[src/rtl/hvp_pkg.sv]
package hvp_pkg;

  typedef enum logic [3:0] {
    ST_IDLE   = 4'd0,
    ST_TOGGLE = 4'd1,
    ST_SETUP  = 4'd2,
    ST_HOLD   = 4'd3,
    ST_SETTLE = 4'd4,
    ST_ERASE  = 4'd5,
    ST_POLL   = 4'd6,
    ST_NOP    = 4'd7,
    ST_READY  = 4'd8,
    ST_DROP   = 4'd9,
    ST_ERROR  = 4'd10
  } hvp_state_e;

  typedef enum logic [1:0] {
    CMD_NONE  = 2'd0,
    CMD_ERASE = 2'd1,
    CMD_NOP   = 2'd2
  } hvp_cmd_e;

  // minimum time in ns -> whole clock cycles, rounded up
  function automatic int unsigned ns_to_cyc(input int unsigned ns, input int unsigned mhz);
    return (ns * mhz + 999) / 1000;
  endfunction

endpackage

[src/rtl/hvp_delay_timer.sv]
module hvp_delay_timer #(
  parameter int unsigned W = 16
) (
  input  logic         clk,
  input  logic         rst_n,
  input  logic         load,
  input  logic [W-1:0] load_val,
  output logic         expired
);

  logic [W-1:0] cnt_q, cnt_d;

  always_comb begin
    cnt_d = cnt_q;
    if (load)             cnt_d = load_val;
    else if (cnt_q != '0) cnt_d = cnt_q - 1'b1;
  end

  always_ff @(posedge clk or negedge rst_n) begin
    if (!rst_n) cnt_q <= '0;
    else        cnt_q <= cnt_d;
  end

  assign expired = (cnt_q == '0);

  // a running wait shortens by exactly one cycle per clock
  p_count_step_r5: assert property (@(posedge clk) disable iff (!rst_n)
    (!load && cnt_q != '0) |=> (cnt_q == $past(cnt_q) - 1'b1));

endmodule

[src/rtl/hvp_sci_gen.sv]
module hvp_sci_gen #(
  parameter int unsigned HALF   = 2,
  parameter int unsigned PULSES = 6
) (
  input  logic clk,
  input  logic rst_n,
  input  logic en,
  output logic sci,
  output logic fin
);

  localparam int unsigned HW = (HALF > 1) ? $clog2(HALF) : 1;
  localparam int unsigned EW = $clog2(PULSES + 1);

  logic          sci_q, sci_d;
  logic [HW-1:0] half_q, half_d;
  logic [EW-1:0] edge_q, edge_d;

  assign fin = (edge_q == EW'(PULSES));

  always_comb begin
    sci_d  = sci_q;
    half_d = half_q;
    edge_d = edge_q;
    if (!en) begin
      sci_d  = 1'b0;
      half_d = '0;
      edge_d = '0;
    end else if (half_q == HW'(HALF - 1)) begin
      half_d = '0;
      if (!fin) begin
        sci_d = ~sci_q;
        if (sci_q) edge_d = edge_q + 1'b1;
      end
    end else begin
      half_d = half_q + 1'b1;
    end
  end

  always_ff @(posedge clk or negedge rst_n) begin
    if (!rst_n) begin
      sci_q  <= 1'b0;
      half_q <= '0;
      edge_q <= '0;
    end else begin
      sci_q  <= sci_d;
      half_q <= half_d;
      edge_q <= edge_d;
    end
  end

  assign sci = sci_q;

  // the clock rests low once the pulse count is reached
  p_sci_rest_low_r1: assert property (@(posedge clk) disable iff (!rst_n)
    (en && fin) |=> !sci_q);
  p_pulse_bound_r1: assert property (@(posedge clk) disable iff (!rst_n)
    edge_q <= EW'(PULSES));

endmodule

[src/rtl/hvp_entry_seq.sv]
module hvp_entry_seq
  import hvp_pkg::*;
#(
  parameter int unsigned CLK_MHZ    = 125,
  parameter int unsigned SETUP_NS   = 100,
  parameter int unsigned HOLD_NS    = 100,
  parameter int unsigned SETTLE_NS  = 50000,
  parameter int unsigned SCI_HALF   = 2,
  parameter int unsigned SCI_PULSES = 6,
  parameter int unsigned POLL_MAX   = 100000
) (
  input  logic       clk,
  input  logic       rst_n,
  input  logic       start_i,
  input  logic       abort_i,
  input  logic       sdo_i,
  input  logic       shf_done_i,
  output logic       rst_low_o,
  output logic       hv_en_o,
  output logic       sci_o,
  output logic [2:0] sel_o,
  output logic [2:0] sel_oe_o,
  output logic       shf_start_o,
  output logic [1:0] shf_cmd_o,
  output logic       done_o,
  output logic       err_o,
  output logic [3:0] state_o
);

  localparam int unsigned SETUP_CYC  = ns_to_cyc(SETUP_NS, CLK_MHZ);
  localparam int unsigned HOLD_CYC   = ns_to_cyc(HOLD_NS, CLK_MHZ);
  localparam int unsigned SETTLE_CYC = ns_to_cyc(SETTLE_NS, CLK_MHZ);
  localparam int unsigned MAX_A      = (SETUP_CYC > HOLD_CYC) ? SETUP_CYC : HOLD_CYC;
  localparam int unsigned MAX_B      = (SETTLE_CYC > POLL_MAX) ? SETTLE_CYC : POLL_MAX;
  localparam int unsigned MAX_WAIT   = (MAX_A > MAX_B) ? MAX_A : MAX_B;
  localparam int unsigned TW         = $clog2(MAX_WAIT + 1);
  localparam logic [2:0]  MODE_PAT   = 3'b000;
  localparam logic [2:0]  OE_ALL     = 3'b111;
  localparam logic [2:0]  OE_NO_B2   = 3'b011;

  hvp_state_e    state_q, state_d;
  logic          err_q, err_d;
  logic          tmr_load, tmr_exp;
  logic [TW-1:0] tmr_val;
  logic          sci_en, sci_fin;
  logic          rst_low_q, rst_low_d;
  logic          hv_q, hv_d;
  logic [2:0]    oe_q, oe_d;
  logic          start_q, start_d;
  hvp_cmd_e      cmd_q, cmd_d;
  logic          done_q, done_d;

  hvp_delay_timer #(.W(TW)) u_timer (
    .clk      (clk),
    .rst_n    (rst_n),
    .load     (tmr_load),
    .load_val (tmr_val),
    .expired  (tmr_exp)
  );

  assign sci_en = (state_q == ST_TOGGLE);

  hvp_sci_gen #(.HALF(SCI_HALF), .PULSES(SCI_PULSES)) u_sci (
    .clk   (clk),
    .rst_n (rst_n),
    .en    (sci_en),
    .sci   (sci_o),
    .fin   (sci_fin)
  );

  // next-state logic
  always_comb begin
    state_d  = state_q;
    err_d    = err_q;
    tmr_load = 1'b0;
    tmr_val  = '0;
    if (abort_i && state_q != ST_IDLE && state_q != ST_DROP && state_q != ST_ERROR) begin
      state_d = ST_DROP;
    end else begin
      unique case (state_q)
        ST_IDLE:   if (start_i) state_d = ST_TOGGLE;
        ST_TOGGLE: if (sci_fin) begin
                     state_d = ST_SETUP; tmr_load = 1'b1; tmr_val = TW'(SETUP_CYC);
                   end
        ST_SETUP:  if (tmr_exp) begin
                     state_d = ST_HOLD; tmr_load = 1'b1; tmr_val = TW'(HOLD_CYC);
                   end
        ST_HOLD:   if (tmr_exp) begin
                     state_d = ST_SETTLE; tmr_load = 1'b1; tmr_val = TW'(SETTLE_CYC);
                   end
        ST_SETTLE: if (tmr_exp) state_d = ST_ERASE;
        ST_ERASE:  if (shf_done_i) begin
                     state_d = ST_POLL; tmr_load = 1'b1; tmr_val = TW'(POLL_MAX);
                   end
        ST_POLL:   if (sdo_i) state_d = ST_NOP;
                   else if (tmr_exp) begin
                     state_d = ST_DROP; err_d = 1'b1;
                   end
        ST_NOP:    if (shf_done_i) state_d = ST_READY;
        ST_READY:  state_d = ST_READY;
        ST_DROP:   state_d = err_q ? ST_ERROR : ST_IDLE;
        ST_ERROR:  if (start_i) begin
                     state_d = ST_TOGGLE; err_d = 1'b0;
                   end else if (abort_i) begin
                     state_d = ST_IDLE; err_d = 1'b0;
                   end
        default:   state_d = ST_IDLE;
      endcase
    end
  end

  // pin levels follow the state being entered; DROP removes only the high voltage
  always_comb begin
    rst_low_d = 1'b0;
    hv_d      = 1'b0;
    oe_d      = '0;
    unique case (state_d)
      ST_TOGGLE: rst_low_d = 1'b1;
      ST_SETUP:  begin rst_low_d = 1'b1; oe_d = OE_ALL; end
      ST_HOLD:   begin hv_d = 1'b1; oe_d = OE_ALL; end
      ST_SETTLE, ST_ERASE, ST_POLL, ST_NOP, ST_READY:
                 begin hv_d = 1'b1; oe_d = OE_NO_B2; end
      ST_DROP:   begin rst_low_d = rst_low_q; oe_d = oe_q; end
      default:   ;
    endcase
    start_d = (state_d == ST_ERASE && state_q != ST_ERASE) ||
              (state_d == ST_NOP   && state_q != ST_NOP);
    cmd_d   = cmd_q;
    if (state_d == ST_IDLE)                        cmd_d = CMD_NONE;
    else if (start_d && state_d == ST_ERASE)       cmd_d = CMD_ERASE;
    else if (start_d)                              cmd_d = CMD_NOP;
    done_d  = (state_q == ST_NOP) && (state_d == ST_READY);
  end

  always_ff @(posedge clk or negedge rst_n) begin
    if (!rst_n) begin
      state_q   <= ST_IDLE;
      err_q     <= 1'b0;
      rst_low_q <= 1'b0;
      hv_q      <= 1'b0;
      oe_q      <= '0;
      start_q   <= 1'b0;
      cmd_q     <= CMD_NONE;
      done_q    <= 1'b0;
    end else begin
      state_q   <= state_d;
      err_q     <= err_d;
      rst_low_q <= rst_low_d;
      hv_q      <= hv_d;
      oe_q      <= oe_d;
      start_q   <= start_d;
      cmd_q     <= cmd_d;
      done_q    <= done_d;
    end
  end

  assign rst_low_o   = rst_low_q;
  assign hv_en_o     = hv_q;
  assign sel_o       = MODE_PAT;
  assign sel_oe_o    = oe_q;
  assign shf_start_o = start_q;
  assign shf_cmd_o   = cmd_q;
  assign done_o      = done_q;
  assign err_o       = err_q;
  assign state_o     = state_q;

  p_hv_rst_excl_r2: assert property (@(posedge clk) disable iff (!rst_n)
    !(hv_en_o && rst_low_o));
  p_drive_before_hv_r2: assert property (@(posedge clk) disable iff (!rst_n)
    $rose(hv_en_o) |-> ($past(sel_oe_o) == OE_ALL && $past(rst_low_o)));
  p_hold_full_drive_r3: assert property (@(posedge clk) disable iff (!rst_n)
    $rose(hv_en_o) |=> (sel_oe_o == OE_ALL));
  p_release_bit2_only_r4: assert property (@(posedge clk) disable iff (!rst_n)
    (hv_en_o && sel_oe_o != $past(sel_oe_o)) |-> (sel_oe_o == OE_NO_B2));
  p_nop_needs_sdo_r6: assert property (@(posedge clk) disable iff (!rst_n)
    (shf_start_o && shf_cmd_o == CMD_NOP) |-> $past(sdo_i));
  p_done_pulse_r6: assert property (@(posedge clk) disable iff (!rst_n)
    done_o |=> !done_o);
  p_err_no_hv_r7: assert property (@(posedge clk) disable iff (!rst_n)
    err_o |-> !hv_en_o);
  p_hv_drops_first_r8: assert property (@(posedge clk) disable iff (!rst_n)
    $fell(hv_en_o) |-> (sel_oe_o == $past(sel_oe_o) && rst_low_o == $past(rst_low_o)));

endmodule

[config.mk]
export PLATFORM = sky130hd
export DESIGN_NAME = hvp_entry_seq
export DESIGN_NICKNAME = d
export VERILOG_FILES = /design/src/rtl/hvp_pkg.sv /design/src/rtl/hvp_delay_timer.sv /design/src/rtl/hvp_sci_gen.sv /design/src/rtl/hvp_entry_seq.sv
export SDC_FILE = /design/constraint.sdc
export NUM_CORES = 1
export LEC_CHECK = 0
export ABC_AREA = 1
export BUFFER_PORTS_ARGS = -buffer_cell sky130_fd_sc_hd__buf_2
export CORE_UTILIZATION = 40
export CTS_CLUSTER_SIZE = 10
export DETAILED_ROUTE_END_ITERATION = 6
export SETUP_SLACK_MARGIN = 0.5
export SYNTH_ARGS = -nofsm -noshare
export SYNTH_HDL_FRONTEND = slang
export SYNTH_SLANG_ARGS = --single-unit
[constraint.sdc]
create_clock -name clk -period 2 [get_ports clk]
set_input_delay 0.2 -clock clk [delete_from_list [all_inputs] [get_ports clk]]
set_output_delay 0.2 -clock clk [all_outputs]
set_load 0.03 [all_outputs]
Yosys cells after proc, flatten, opt, wreduce, memory -nomap -nowiden
Index checks and enable logic that the tools add are counted.
- muxes and demuxes: 47
- bitwise operators: 2
- reductions and logical operators: 24
- equality and inequality tests: 30
- add/sub/neg operators: 3
- operators by type and width (kind ; count):
    17-bit 2-to-1 mux ; 4
    17-bit one-hot mux with 4 select lines ; 1
    4-bit 2-to-1 mux ; 15
    4-bit one-hot mux with 11 select lines ; 1
    4-bit by 3-bit == test with 1-bit output, second input constant ; 8
    4-bit == test, second input constant ; 5
    17-bit zero test ; 1
    17-bit nonzero test ; 1
    17-bit by 1-bit subtractor with 17-bit output, second input constant ; 1
    4-bit by 2-bit == test with 1-bit output, second input constant ; 4
    1-bit 2-to-1 mux ; 14
    13-bit 2-to-1 mux ; 1
    3-bit 2-to-1 mux ; 4
    2-bit != test, second input constant ; 5
    3-bit one-hot mux with 3 select lines ; 1
    4-bit by 1-bit == test with 1-bit output, second input constant ; 2
    4-bit zero test ; 2
    4-bit by 3-bit != test with 1-bit output, second input constant ; 2
    4-bit != test, second input constant ; 2
    1-bit logical AND ; 7
    2-bit 2-to-1 mux ; 3
    2-bit OR reduction ; 3
    6-bit OR reduction ; 1
    5-bit AND reduction ; 1
    14 further kinds ; 17
- register bits: 36
- logic and storage cells: 118
- input bits: 6

Logic depth before layout (Yosys ltp)
- word-level depth: 11
- gate-level depth with buffers: 15
- depth with buffers taken out: 14

Hierarchy
From an unflattened synthesis, not the netlist that was laid out.
- cell total of the unflattened synthesis: 349
- area total of the unflattened synthesis: 2449.8 um2
- by module, submodules not included (module ; cells an instance ; instances ; area an instance (um2)):
    hvp_delay_timer ; 170 ; 1 ; 1181.1
    hvp_entry_seq ; 146 ; 1 ; 991.0
    hvp_sci_gen ; 33 ; 1 ; 277.8

Worst setup path before layout
OpenSTA, ideal clock, no wires.
- kind: register to register
- start point: reg u_timer.cnt_q[0]
- end point: reg cmd_q[1] (netlist: shf_cmd_o[1])
- slack: 0.200 ns
- stages on the path, launching flop included: 15
- library setup time: 0.121 ns
- clock period less this slack: 1.800 ns
- data arrival time: 1.680 ns
- cell sequence: dfrtp_1 inv_1 ha_1 inv_1 nor2_1 nand2_1 nor2_1 nand2_2 buf_6 nand2_2 nand3_2 nor3_2 nand3_1 nand4_1 nand2_1
- cells in the longest elaborated chain, start to end: 11
- elaborated cells between the ends (all ways): 18
- classes of those cells: eq/ne: 2; mux: 9; reduce/logical: 7
- ends and longest elaborated chain (item ; RTL line ; text):
    from (decl) ; hvp_delay_timer.sv:11 ; logic [W-1:0] cnt_q, cnt_d;
    from (signal assigned) ; hvp_delay_timer.sv:21 ; else cnt_q <= cnt_d;
    17-bit zero test (*) ; hvp_delay_timer.sv:24 ; assign expired = (cnt_q == '0);
    4-bit 2-to-1 mux ; hvp_entry_seq.sv:96 ; else if (tmr_exp) begin
    4-bit 2-to-1 mux ; hvp_entry_seq.sv:95 ; ST_POLL: if (sdo_i) state_d = ST_NOP;
    4-bit one-hot mux with 11 select lines (*) ; hvp_entry_seq.sv:80 ; unique case (state_q)
    4-bit 2-to-1 mux (*) ; hvp_entry_seq.sv:77 ; if (abort_i && state_q != ST_IDLE && state_q != ST_DROP && state_q != ST_ERROR) begin
    4-bit by 3-bit == test with 1-bit output, on equally long branches ; hvp_entry_seq.sv:126, hvp_entry_seq.sv:130, hvp_entry_seq.sv:127 ;
    1-bit logical AND, on equally long branches ; hvp_entry_seq.sv:126, hvp_entry_seq.sv:127 ;
    1-bit logical OR ; hvp_entry_seq.sv:126 ; start_d = (state_d == ST_ERASE && state_q != ST_ERASE) ||
    1-bit logical AND ; hvp_entry_seq.sv:130 ; else if (start_d && state_d == ST_ERASE) cmd_d = CMD_ERASE;
    2-bit 2-to-1 mux ; hvp_entry_seq.sv:130 ;
    2-bit 2-to-1 mux ; hvp_entry_seq.sv:129 ; if (state_d == ST_IDLE) cmd_d = CMD_NONE;
    to (signal assigned) ; hvp_entry_seq.sv:152 ; cmd_q <= cmd_d;
    to (decl) ; hvp_entry_seq.sv:50 ; hvp_cmd_e cmd_q, cmd_d;
Mark *: on every way between the ends. The rest lies on a longest branch, timed or not.
A chain may end at the register's enable or synchronous reset.

Worst setup path in the final report
- start point: reg u_timer.cnt_q[1]
- end point: reg cmd_q[0] (netlist: shf_cmd_o[0])
- cells in the longest elaborated chain, start to end: 11
- elaborated cells between the ends (all ways): 18
- classes of those cells: eq/ne: 2; mux: 9; reduce/logical: 7
- ends and longest elaborated chain (item ; RTL line ; text):
    17-bit zero test (*) ; hvp_delay_timer.sv:24 ;
    4-bit 2-to-1 mux ; hvp_entry_seq.sv:96 ;
    4-bit 2-to-1 mux ; hvp_entry_seq.sv:95 ;
    4-bit one-hot mux with 11 select lines (*) ; hvp_entry_seq.sv:80 ;
    4-bit 2-to-1 mux (*) ; hvp_entry_seq.sv:77 ;
    net state_d[0] ; hvp_entry_seq.sv:41 ; hvp_state_e state_q, state_d;
    4-bit by 3-bit == test with 1-bit output, on equally long branches ; hvp_entry_seq.sv:126, hvp_entry_seq.sv:130, hvp_entry_seq.sv:127 ;
    1-bit logical AND, on equally long branches ; hvp_entry_seq.sv:126, hvp_entry_seq.sv:127 ;
    1-bit logical OR ; hvp_entry_seq.sv:126 ;
    1-bit logical AND ; hvp_entry_seq.sv:130 ;
    2-bit 2-to-1 mux ; hvp_entry_seq.sv:130 ;
    2-bit 2-to-1 mux ; hvp_entry_seq.sv:129 ;
The timed path passes the listed nets; every way through them passes the cells marked *.

==> metrics.yaml <==
area_growth_pct: 37.4
arrival_ns: 2.13
numCtsBuffers: 5
viasPerCell: 5.12
clock_latency_ns: 0.29
synth-seq-area-share_pct: 40.0
n_antenna_cell: 0
total_power_mw: 3.31
fillers: 471
crit_required_ns: 2.19
ir_drop_v: 0.000677
rsz0062_at_grt: "true"
root_buffer: "clkbuf_8"
row_count: 26
ctsHoldBuffers: 0
pwr-share-clk_pct: 16.4
post_drt_wl_per_cell_um: 14.3
violations: "hold timing"
layout_setup_ws_ns: 0.0576
grt_max_degree: 36
holdWs_ns: -0.00176
dp.cells: 387
nets: 358
reg2reg_setup_slack_ns: 0.06
cp_num_buf_inv: 4
outcome: "finished, violations left"
hpwl_mm: 3.92
htreeDepth: 2
grt_pass1_wl_mm: 9.70
synth-async-reset-ratio_pct: 100
core_area_mm2: 0.00517
worst_pin_slew_ns: 0.822
cp.depth: 14
io_pins: 24
cts_tree: "done"
groute.usage.overall_pct: 20.9
vias: 2144
routed_wirelength_mm: 6.01
swShare_pct: 45.5
power_density_mw_per_mm2: 1100
clock_path_buffers: 2
layout-drive-gt1-share_pct: 43.6
p_int_mw: 1.80
min_period_ns: 1.94
finalHoldViolCount: 1
fp.dieH_um: 76.0
path_max_fanout: 4
cp_slowest_stage_delay_ns: 0.41
gp_congestion: 0.828
fin_setup_tns_ns: 0
drc: 0
power_frac_comb_pct: 50.9
cts_sinks: 35
seq_power_share_pct: 32.7
drtIter0Drc: 101
path_cells: "inv_2, ha_4, inv_2, nor2_2, nand2_2, buf_6, nor2_4, nand3_2, nand3_4, inv_2, nand3_4, nand4_4, nand4_1, nand2_1"
relSlewSlack_pct: 45.2
reg2reg_from: "u_timer.cnt_q[1]"
cp_common_cell: "inv_2"
fin_util_pct: 58.1
antenna_left: 0
antenna_found_initial: 0
finalCritPeriodShare_pct: 97.1
reg2reg_to: "shf_cmd_o[0]"
synth_warnings: 0
p_leak_nw: 1.50
synth_seq_cells: 35
seqCellArea_um2: 881
fin_worst_skew_ns: 0.00808
synth_ff_type: "dfrtp_1"
first_pass_iters: 4
switching_power_mw: 1.51
dieArea_mm2: 0.00577
drv_cap: 0
overflow: 0
finalMaxSlewViolations: 0
numPortBuffers: 20
multi_input_area_mm2: 0.00143
min_path_type: "primary input to async pin"
syn_area_per_cell_um2: 7.47
die-width_um: 76.0
cp_top_family: "simple AND/OR/NAND/NOR gates"
post_layout_nonfiller_instances: 419
grt_pass1_vias: 2102
setup_viol: 0
synth_enable_flop_cells: 0
end_kind: "flip-flop"
syn_area_mm2: 0.00219
worstRegToRegCells: 14
start_kind: "flip-flop"
clkTransAtPathRegs_ns: 0.08
crit_path_top_delay_cell: "dfrtp_1"
fmax_mhz: 515
syn_inst: 293
start_util_pct: 42.3
place_ws_ns: 0.115
yosysUniqueCellTypes: 39
path_class: "flip-flop to flip-flop"
-- cell usage after synthesis, types with 5 or more instances --
| master | number | area share [%] |
|---|---|---|
| nand3_1 | 20 | 4.6 |
| a21oi_1 | 16 | 3.7 |
| nand4_1 | 6 | 1.7 |
| nand2_2 | 5 | 1.4 |
| o21ai_0 | 12 | 2.7 |
| inv_2 | 7 | 1.2 |
| nor2_2 | 6 | 1.7 |
| dfrtp_1 | 35 | 40 |
| inv_1 | 30 | 5.1 |
| nor2_1 | 50 | 8.6 |
| nand2_1 | 57 | 9.8 |
-- worst reg2reg max path, stage by stage (launching register included) --
cell and delay [ns]:
dfrtp_1 0.41, inv_2 0.09, ha_4 0.14, inv_2 0.03
nor2_2 0.09, nand2_2 0.08, buf_6 0.13, nor2_4 0.19
nand3_2 0.14, nand3_4 0.13, inv_2 0.06, nand3_4 0.08
nand4_4 0.10, nand4_1 0.11, nand2_1 0.05
-- power by group through the flow --
stage,Combinational [mW],Sequential (mW),Clock (mW)
global placement,1.12,1.06,0
finish,1.69,1.08,0.545
CTS,1.38,1.05,0.558
detailed placement,1.12,1.07,0
global route,1.83,1.10,0.580
floorplan,0.762,1.14,0
-- cell families (layout without fill, tap and decap cells) --
logic type / Yosys count / in the layout / synth area share [%]
xor+xnor: 6 / 6 / 2.40
other cells: 1 / 3 / 0.171
flops: 35 / 35 / 40.0
simple gates: 159 / 159 / 34.1
fa+ha+maj: 4 / 4 / 2.29
compound gates: 44 / 44 / 12.1
buf+inv: 44 / 98 / 8.98
-- how the worst max path moves through the flow --
stage / endpoint / slack, ns / from
finish: shf_cmd_o[0] / 0.06 / u_timer.cnt_q[1]
global route: shf_cmd_o[0] / -0.05 / u_timer.cnt_q[1]
CTS: u_timer.cnt_q[1] / 0.16 / u_timer.cnt_q[1]
detailed placement: shf_cmd_o[0] / 0.11 / u_timer.cnt_q[1]
global placement: u_timer.cnt_q[15] / 0.15 / state_o[2]
floorplan: shf_cmd_o[0] / 0.25 / u_timer.cnt_q[0]
-- layer usage --
metal	vias up	global-route usage, %	wire [um]
li1	1057	-	-
met1	1014	26.0	2590
met3	15	3.37	258
met4	0	7.12	134
met5	-	0	0
met2	58	36.7	3020
-- area by class of cell --
class / count / share of cell area, %
multi-input cells: 216 / 47.4
flip-flops and latches: 35 / 29.3
repair buffers: 53 / 12.3
inverters: 37 / 4.95
well taps: 70 / 2.91
clock buffers: 5 / 2.29
clock inverters: 3 / 0.832
-- state kept, by name, indices dropped and copies added, names as in the netlist --
register / cells
rst_low_o: 1
u_timer.cnt_q: 17
sel_oe_o: 2
u_sci.sci: 1
u_sci.edge_q: 3
shf_cmd_o: 2
shf_start_o: 1
state_o: 4
done_o: 1
hv_en_o: 1
u_sci.half_q: 1
err_o: 1
-- placed cells by master (no fill, tap or decap), types with 3 or more instances in the layout --
cell type,count
nand2_1,45
nor2_1,32
dfrtp_1,31
buf_4,27
inv_1,22
buf_2,20
nor2_2,18
nand2_2,13
a21oi_1,13
inv_2,11
nand3_1,10
nor2_4,9
nand3_2,8
o21ai_0,7
o21ai_1,7
nand3_4,6
nand4_1,6
buf_6,6
clkbuf_8,5
nand2_4,4
inv_4,4
xor2_1,4
dfrtp_2,4
a21oi_2,3
conb_1,3
-- stage by stage --
step	area, um2	hold slack, ns
2_1_floorplan	2220	-0.0956
3_3_place_gp	2410	0.346
3_5_place_dp	2410	0.353
4_1_cts	2740	0.0308
5_1_grt	3010	0.0796
6_report	3010	-0.00176
-- repair_timing --
item | 4_1_cts | 5_1_grt
cloned | 0 | 0
setup buffers | 15 | 9
setup endpoints to repair | 31 | 34
pin swaps | 10 | 18
resized for setup | 36 | 51
(Power assumes the default switching activity.)
